File: config.mk
export PLATFORM = sky130hd
export DESIGN_NAME = dual_dmem
export DESIGN_NICKNAME = d
export VERILOG_FILES = /design/src/rtl/dual_dmem_pkg.sv /design/src/rtl/dual_dmem_addr.sv /design/src/rtl/dual_dmem_stage.sv /design/src/rtl/dual_dmem_array.sv /design/src/rtl/dual_dmem.sv
export SDC_FILE = /design/constraint.sdc
export NUM_CORES = 2
export LEC_CHECK = 0
export ABC_CLOCK_PERIOD_IN_PS = 13000
export BUFFER_PORTS_ARGS = -buffer_cell sky130_fd_sc_hd__buf_4
export CORE_MARGIN = 1.5
export CORE_UTILIZATION = 28
export DETAILED_ROUTE_END_ITERATION = 10
export HOLD_SLACK_MARGIN = 0.08
export PLACE_DENSITY = 0.49
export SYNTH_ARGS = -nofsm -noshare
export SYNTH_HDL_FRONTEND = slang
export SYNTH_SLANG_ARGS = --single-unit
File: constraint.sdc
create_clock -name clk_i -period 13 [get_ports clk_i]
set_input_delay 2.6 -clock clk_i [delete_from_list [all_inputs] [get_ports clk_i]]
set_output_delay 2.6 -clock clk_i [all_outputs]
set_load 0.05 [all_outputs]
File: src/rtl/dual_dmem_pkg.sv
package dual_dmem_pkg;
  localparam int WORD_W    = 32;
  localparam int ROW_WORDS = 8;
  localparam int ROW_BITS  = WORD_W * ROW_WORDS;
  localparam int ROW_IDX_W = 15;  // 32768 rows = 1 MiB ceiling

  typedef struct packed {
    logic                 vld;
    logic [ROW_IDX_W-1:0] row;
    logic [ROW_WORDS-1:0] mask;
    logic [ROW_BITS-1:0]  data;
  } stage_t;
endpackage

File: src/rtl/dual_dmem_addr.sv
module dual_dmem_addr
  import dual_dmem_pkg::*;
#(
  parameter int ADDR_W = 12,
  parameter int ROWS   = 8,
  parameter bit WIDE   = 1'b0
) (
  input  logic [ADDR_W-1:0]    addr_i,
  output logic                 ok_o,
  output logic [ROW_IDX_W-1:0] row_o,
  output logic [2:0]           word_o
);
  localparam logic [ADDR_W:0] SIZE_B = (ADDR_W+1)'(ROWS * 32);

  logic aligned;
  generate
    if (WIDE) begin : g_wide
      assign aligned = (addr_i[4:0] == 5'd0);
    end else begin : g_narrow
      assign aligned = (addr_i[1:0] == 2'd0);
    end
  endgenerate

  assign ok_o   = aligned && ({1'b0, addr_i} < SIZE_B);
  assign row_o  = ROW_IDX_W'(addr_i >> 5);
  assign word_o = addr_i[4:2];
endmodule

File: src/rtl/dual_dmem_stage.sv
module dual_dmem_stage
  import dual_dmem_pkg::*;
(
  input  logic   clk_i,
  input  logic   rst_ni,
  input  stage_t new_i,
  input  logic   commit_i,
  input  logic   abort_i,
  output stage_t rec_o,
  output stage_t pend_o
);
  stage_t rec_q, pend_q, rec_eff;

  // newest store replaces an uncommitted one
  assign rec_eff = new_i.vld ? new_i : rec_q;

  always_ff @(posedge clk_i or negedge rst_ni) begin
    if (!rst_ni) begin
      rec_q  <= '0;
      pend_q <= '0;
    end else begin
      if (abort_i || commit_i) rec_q <= '0;
      else                     rec_q <= rec_eff;
      if (commit_i) pend_q <= abort_i ? '0 : rec_eff;
    end
  end

  assign rec_o  = rec_q;
  assign pend_o = pend_q;
endmodule

File: src/rtl/dual_dmem_array.sv
module dual_dmem_array
  import dual_dmem_pkg::*;
#(
  parameter int ROWS = 8,
  localparam int ROW_AW = $clog2(ROWS)
) (
  input  logic                      clk_i,
  input  logic                      rst_ni,
  input  stage_t                    pend_i,
  input  logic                      land_i,
  input  logic                      invalidate_i,
  input  logic [ROW_IDX_W-1:0]      rd_row_i  [2],
  output logic [ROW_BITS-1:0]       rd_data_o [2],
  output logic [ROW_WORDS-1:0]      rd_vld_o  [2],
  output logic [ROWS*ROW_WORDS-1:0] valid_o
);
  logic [ROW_BITS-1:0]  mem_q [ROWS];
  logic [ROW_WORDS-1:0] vld_q [ROWS];

  for (genvar r = 0; r < ROWS; r++) begin : g_row
    logic hit;
    assign hit = land_i && pend_i.vld && (pend_i.row == ROW_IDX_W'(r));

    always_ff @(posedge clk_i or negedge rst_ni) begin
      if (!rst_ni) vld_q[r] <= '0;
      else vld_q[r] <= (invalidate_i ? '0 : vld_q[r]) | (hit ? pend_i.mask : '0);
    end

    always_ff @(posedge clk_i) begin
      for (int i = 0; i < ROW_WORDS; i++) begin
        if (hit && pend_i.mask[i])
          mem_q[r][i*WORD_W +: WORD_W] <= pend_i.data[i*WORD_W +: WORD_W];
      end
    end

    assign valid_o[r*ROW_WORDS +: ROW_WORDS] = vld_q[r];
  end

  // read ports with forwarding from the pending slot
  for (genvar p = 0; p < 2; p++) begin : g_rd
    logic [ROW_AW-1:0] ridx;
    logic              fwd;
    assign ridx = rd_row_i[p][ROW_AW-1:0];
    assign fwd  = pend_i.vld && (pend_i.row == rd_row_i[p]);

    always_comb begin
      for (int i = 0; i < ROW_WORDS; i++) begin
        if (fwd && pend_i.mask[i]) begin
          rd_data_o[p][i*WORD_W +: WORD_W] = pend_i.data[i*WORD_W +: WORD_W];
          rd_vld_o[p][i] = 1'b1;
        end else begin
          rd_data_o[p][i*WORD_W +: WORD_W] = mem_q[ridx][i*WORD_W +: WORD_W];
          rd_vld_o[p][i] = vld_q[ridx][i];
        end
      end
    end
  end
endmodule

File: src/rtl/dual_dmem.sv
module dual_dmem
  import dual_dmem_pkg::*;
#(
  parameter int ADDR_W = 12,
  parameter int ROWS   = 8
) (
  input  logic              clk_i,
  input  logic              rst_ni,
  input  logic              n_req_i,
  input  logic              n_we_i,
  input  logic [ADDR_W-1:0] n_addr_i,
  input  logic [31:0]       n_wdata_i,
  output logic [31:0]       n_rdata_o,
  output logic              n_rerr_o,
  output logic              n_aerr_o,
  input  logic              w_req_i,
  input  logic              w_we_i,
  input  logic [ADDR_W-1:0] w_addr_i,
  input  logic [255:0]      w_wdata_i,
  output logic [255:0]      w_rdata_o,
  output logic              w_rerr_o,
  output logic              w_aerr_o,
  input  logic              commit_i,
  input  logic              abort_i,
  input  logic              invalidate_i
);
  logic                      n_ok, w_ok;
  logic [ROW_IDX_W-1:0]      n_row, w_row;
  logic [2:0]                n_word, w_word;
  stage_t                    new_s, rec_s, pend_s;
  logic [ROW_IDX_W-1:0]      rd_row  [2];
  logic [ROW_BITS-1:0]       rd_data [2];
  logic [ROW_WORDS-1:0]      rd_vld  [2];
  logic [ROWS*ROW_WORDS-1:0] valid_flat;

  dual_dmem_addr #(.ADDR_W(ADDR_W), .ROWS(ROWS), .WIDE(1'b0)) u_n_addr (
    .addr_i(n_addr_i), .ok_o(n_ok), .row_o(n_row), .word_o(n_word)
  );
  dual_dmem_addr #(.ADDR_W(ADDR_W), .ROWS(ROWS), .WIDE(1'b1)) u_w_addr (
    .addr_i(w_addr_i), .ok_o(w_ok), .row_o(w_row), .word_o(w_word)
  );

  assign n_aerr_o = n_req_i && !n_ok;
  assign w_aerr_o = w_req_i && !w_ok;

  // wide store wins over a simultaneous narrow store
  always_comb begin
    new_s = '0;
    if (w_req_i && w_we_i && w_ok) begin
      new_s.vld  = 1'b1;
      new_s.row  = w_row;
      new_s.mask = '1;
      new_s.data = w_wdata_i;
    end else if (n_req_i && n_we_i && n_ok) begin
      new_s.vld  = 1'b1;
      new_s.row  = n_row;
      new_s.mask = ROW_WORDS'(1) << n_word;
      new_s.data = ROW_BITS'(n_wdata_i) << {n_word, 5'd0};
    end
  end

  dual_dmem_stage u_stage (
    .clk_i(clk_i), .rst_ni(rst_ni), .new_i(new_s), .commit_i(commit_i),
    .abort_i(abort_i), .rec_o(rec_s), .pend_o(pend_s)
  );

  assign rd_row[0] = n_row;
  assign rd_row[1] = w_row;

  dual_dmem_array #(.ROWS(ROWS)) u_array (
    .clk_i(clk_i), .rst_ni(rst_ni), .pend_i(pend_s), .land_i(commit_i),
    .invalidate_i(invalidate_i), .rd_row_i(rd_row), .rd_data_o(rd_data),
    .rd_vld_o(rd_vld), .valid_o(valid_flat)
  );

  logic n_rd, w_rd, n_good, w_good;
  assign n_rd   = n_req_i && !n_we_i && n_ok;
  assign w_rd   = w_req_i && !w_we_i && w_ok;
  assign n_good = rd_vld[0][n_word];
  assign w_good = &rd_vld[1];
  assign n_rerr_o  = n_rd && !n_good;
  assign w_rerr_o  = w_rd && !w_good;
  assign n_rdata_o = (n_rd && n_good) ? rd_data[0][{n_word, 5'd0} +: 32] : '0;
  assign w_rdata_o = (w_rd && w_good) ? rd_data[1] : '0;
endmodule

==> results.md <==
- Vias in the first global route: 84100
- Critical path peak fanout: 33
- DR DRC count: 0
- Vias/cell: 5.73
- Post-synth EDFFs: 2048
- Drt wl/cell: 37.0 um
- Max incr delay on CP: 0.98 ns
- Worst Hold Class: reg2reg
- R2R Path Start: u_stage.pend_o[274]
- Initial antenna violation count: 53
- Worst-Skew Late Latency: 0.97 ns
- Setup violators final: 0
- Power Dens Cells: 131 mW/mm^2
- Ranking of synthesized cells by area: edfxtp_1 (49%), mux4_2 (19%), dfrtp_1 (12%), mux2i_1 (4.1%), nor2_1 (2.6%)
- Core area: 0.446 mm^2
- Kind of start point of the critical path: input pin
- Synth warn: 0
- Root buf cell: clkbuf_16
- Worst setup path class: in2out
- DIE HEIGHT: 673 um
- Hold Vio Cnt, Final: 0
- Gpl congestion: 0.842
- Distinct cell type count after synthesis: 52
- Die Wd: 673 um
- # nets final: 9011
- CTS Buffer Depth: 4
- Max-slew headroom: -0.0730
- Post-CTS sizing: 0
- Yosys top cell by area: edfxtp_1
- Pleak: 54.1 nW
- Post-Syn Instances: 8108
- Remaining Overflow, GRT: 0
- DR iter-0 viols: 10600
- Die area: 0.453 mm^2
- Fmax: 94.9 MHz
- Crit-path cells: buf_8, xor2_1, nor4_4, and4_2, buf_4, mux2i_1, o311ai_1, buf_2, a2111oi_0, o21a_1, buf_4
- Syn avg cell area: 15.5 um^2
- RSZ-0062 raised after global routing: false
- Post-CTS setup buffers: 0
- CTS H-tree depth: 5
- # rows: 245
- Top-area cell type share of the netlist area: 0.489
- Largest net degree at the start of global routing: 135
- First-pass GRT wire length: 746000 um
- Top-level I/O count: 613
- Post-DRT Antenna Nets: 0
- TritonCTS clock tree: built
- Synthesized area: 0.126 mm^2
- Fraction of final layout cells sized beyond drive strength 1: 0.301
- Commonest cells post-synth: edfxtp_1 (2048), mux4_2 (1038), nor2_1 (855), dfrtp_1 (624), nand2_1 (582)
- Detailed-router iteration count before antenna repair: 8
- CP Launch Point: n_addr_i[5]
- Hold wc startpoint: u_stage.rec_o[271]
- Final min period: 10.54 ns
- Final WL: 554000 um
- Syn Nets: 8429
- Max Cap Viol: 8
- Clock transition at path regs: 0.06 ns
- VDD IR max: 0.0995 mV
- Final worst path period share: 0.811
- # clock sinks: 2672
- Via count: 85700
- Hold Slack: 0.457 ns
- Initial Util: 0.282
- HPWL Detailed: 348000 um
- Failing checks: max-capacitance violations, max-slew violations
- Tightest Pin Transition: 1.61 ns
- Slew Limit Fails: 9
- CTS Hold Bufs: 0
- Ys async rst share: 0.234
- Clk_skew: 0.0698 ns
- CP endpoint kind: primary output
- Register area share after synthesis: 0.613
- Worst endpoint required time: 10.40 ns
- Crit path top cell by count: buf_4
- GR Util All Layers: 0.238
- Setup TNS: 0 ns
- Status: complete, but fails checks
- IO buf count: 612
- Top-count cell post-synth: edfxtp_1
- Register bit total from synthesis: 2672
- Worst EP arrival: 7.94 ns
- Total CTS buffers: 312
- Ys flop type: edfxtp_1
- Crit-path slowest cell: nor4_4
- Layout area overhead: 19.0%
-- cell type report --
type / count / area [um^2]
multi-input cells: 4439 / 45600
repair buffers: 980 / 7680
clock buffers: 435 / 8750
inverters: 285 / 1080
clock inverters: 145 / 1740
flip-flops and latches: 2672 / 77100
diodes: 71 / 178
well taps: 5928 / 7420
fillers: 42900 / 296000
-- placed cells by master, fill, tap and decap left out, drive strengths merged, types with 2 or more instances in the layout --
cell type,count
a21oi,47
nand4,13
nand3,72
a32oi,3
nor3,53
and4,4
clkinvlp,6
clkinv,97
a21boi,2
a211oi,4
bufinv,29
o311ai,31
o311a,2
mux2,2
a22oi,48
mux4,1038
nor2b,5
xor2,14
a2111oi,287
clkbuf,435
and2,3
buf,977
o2111a,31
edfxtp,2048
o22ai,269
dfrtp,624
mux2i,521
o21ai,117
inv,298
diode,71
nand2,582
a21o,64
o21a,33
nand2b,3
a221oi,230
nor4,22
clkdlybuf4s18,3
or2,2
nor2,855
and3,77
-- where the power goes --
group | internal, mW | total [mW] | leakage [nW] | switching (mW)
Combinational | 0.495 | 1.42 | 21.3 | 0.921
Sequential | 9.10 | 9.10 | 27.7 | 0.00149
Clock | 5.32 | 9.12 | 5.13 | 3.80
Total | 14.9 | 19.6 | 54.1 | 4.72
-- kinds of logic (layout without fill, tap and decap cells) --
family / count (synthesis) / after routing / share of synthesized area
AO/OA/AOI/OAI: 1172 / 1172 / 0.0706
XOR/XNOR: 14 / 14 / 0.000976
buffers and inverters: 997 / 1845 / 0.0324
flip-flops: 2672 / 2672 / 0.613
multiplexers: 1561 / 1561 / 0.228
other: 0 / 71 / 0
AND/OR/NAND/NOR: 1692 / 1692 / 0.0549
-- flip-flops by register name, indices dropped and copies added, names as in the netlist --
register / flops
u_array.mem_q: 2048
u_array.valid_o: 64
u_stage.pend_o: 280
u_stage.rec_o: 280
-- worst paths after layout --
kind	slack [ns]	end	cells past startpoint
worst max-delay path	2.46	n_rdata_o[19]	11
worst min-delay path	0.46	u_stage.pend_o[271]	2
worst max register to register	8.89	u_array.mem_q[5][177]	6
worst min register to register	0.46	u_stage.pend_o[271]	2
max in group asynchronous	8.93	u_stage.rec_o[183]	3
min in group asynchronous	1.72	u_stage.rec_o[72]	1
-- through the flow --
| stage | worst slack [ns] | instance area, um^2 | total power [mW] | utilization | cells |
|---|---|---|---|---|---|
| after global placement | 1.66 | 139000 | 10.7 | 0.311 | 14300 |
| after CTS | 2.32 | 149000 | 19.7 | 0.335 | 14900 |
| after global routing | 2.44 | 149000 | 20.1 | 0.335 | 14900 |
| final | 2.46 | 150000 | 19.6 | 0.335 | 15000 |
| after floorplan | 3.85 | 126000 | 9.98 | - | 8108 |
| after detailed placement | 2.32 | 139000 | 10.7 | 0.311 | 14300 |
-- critical path: cells and delay by family --
kind	cells	cell delay (ns)
AND/OR/NAND/NOR	2	1.62
AO/OA/AOI/OAI	3	1.26
buffers and inverters	4	1.23
multiplexers	1	0.92
XOR/XNOR	1	0.18
-- routing by layer --
layer,GRT usage,up-vias,part of all wire
li1,-,33800,-
met1,0.309,46000,0.39
met2,0.369,4996,0.46
met3,0.0515,873,0.089
met4,0.132,21,0.062
met5,0,-,0.00031
(Power assumes the default switching activity.)
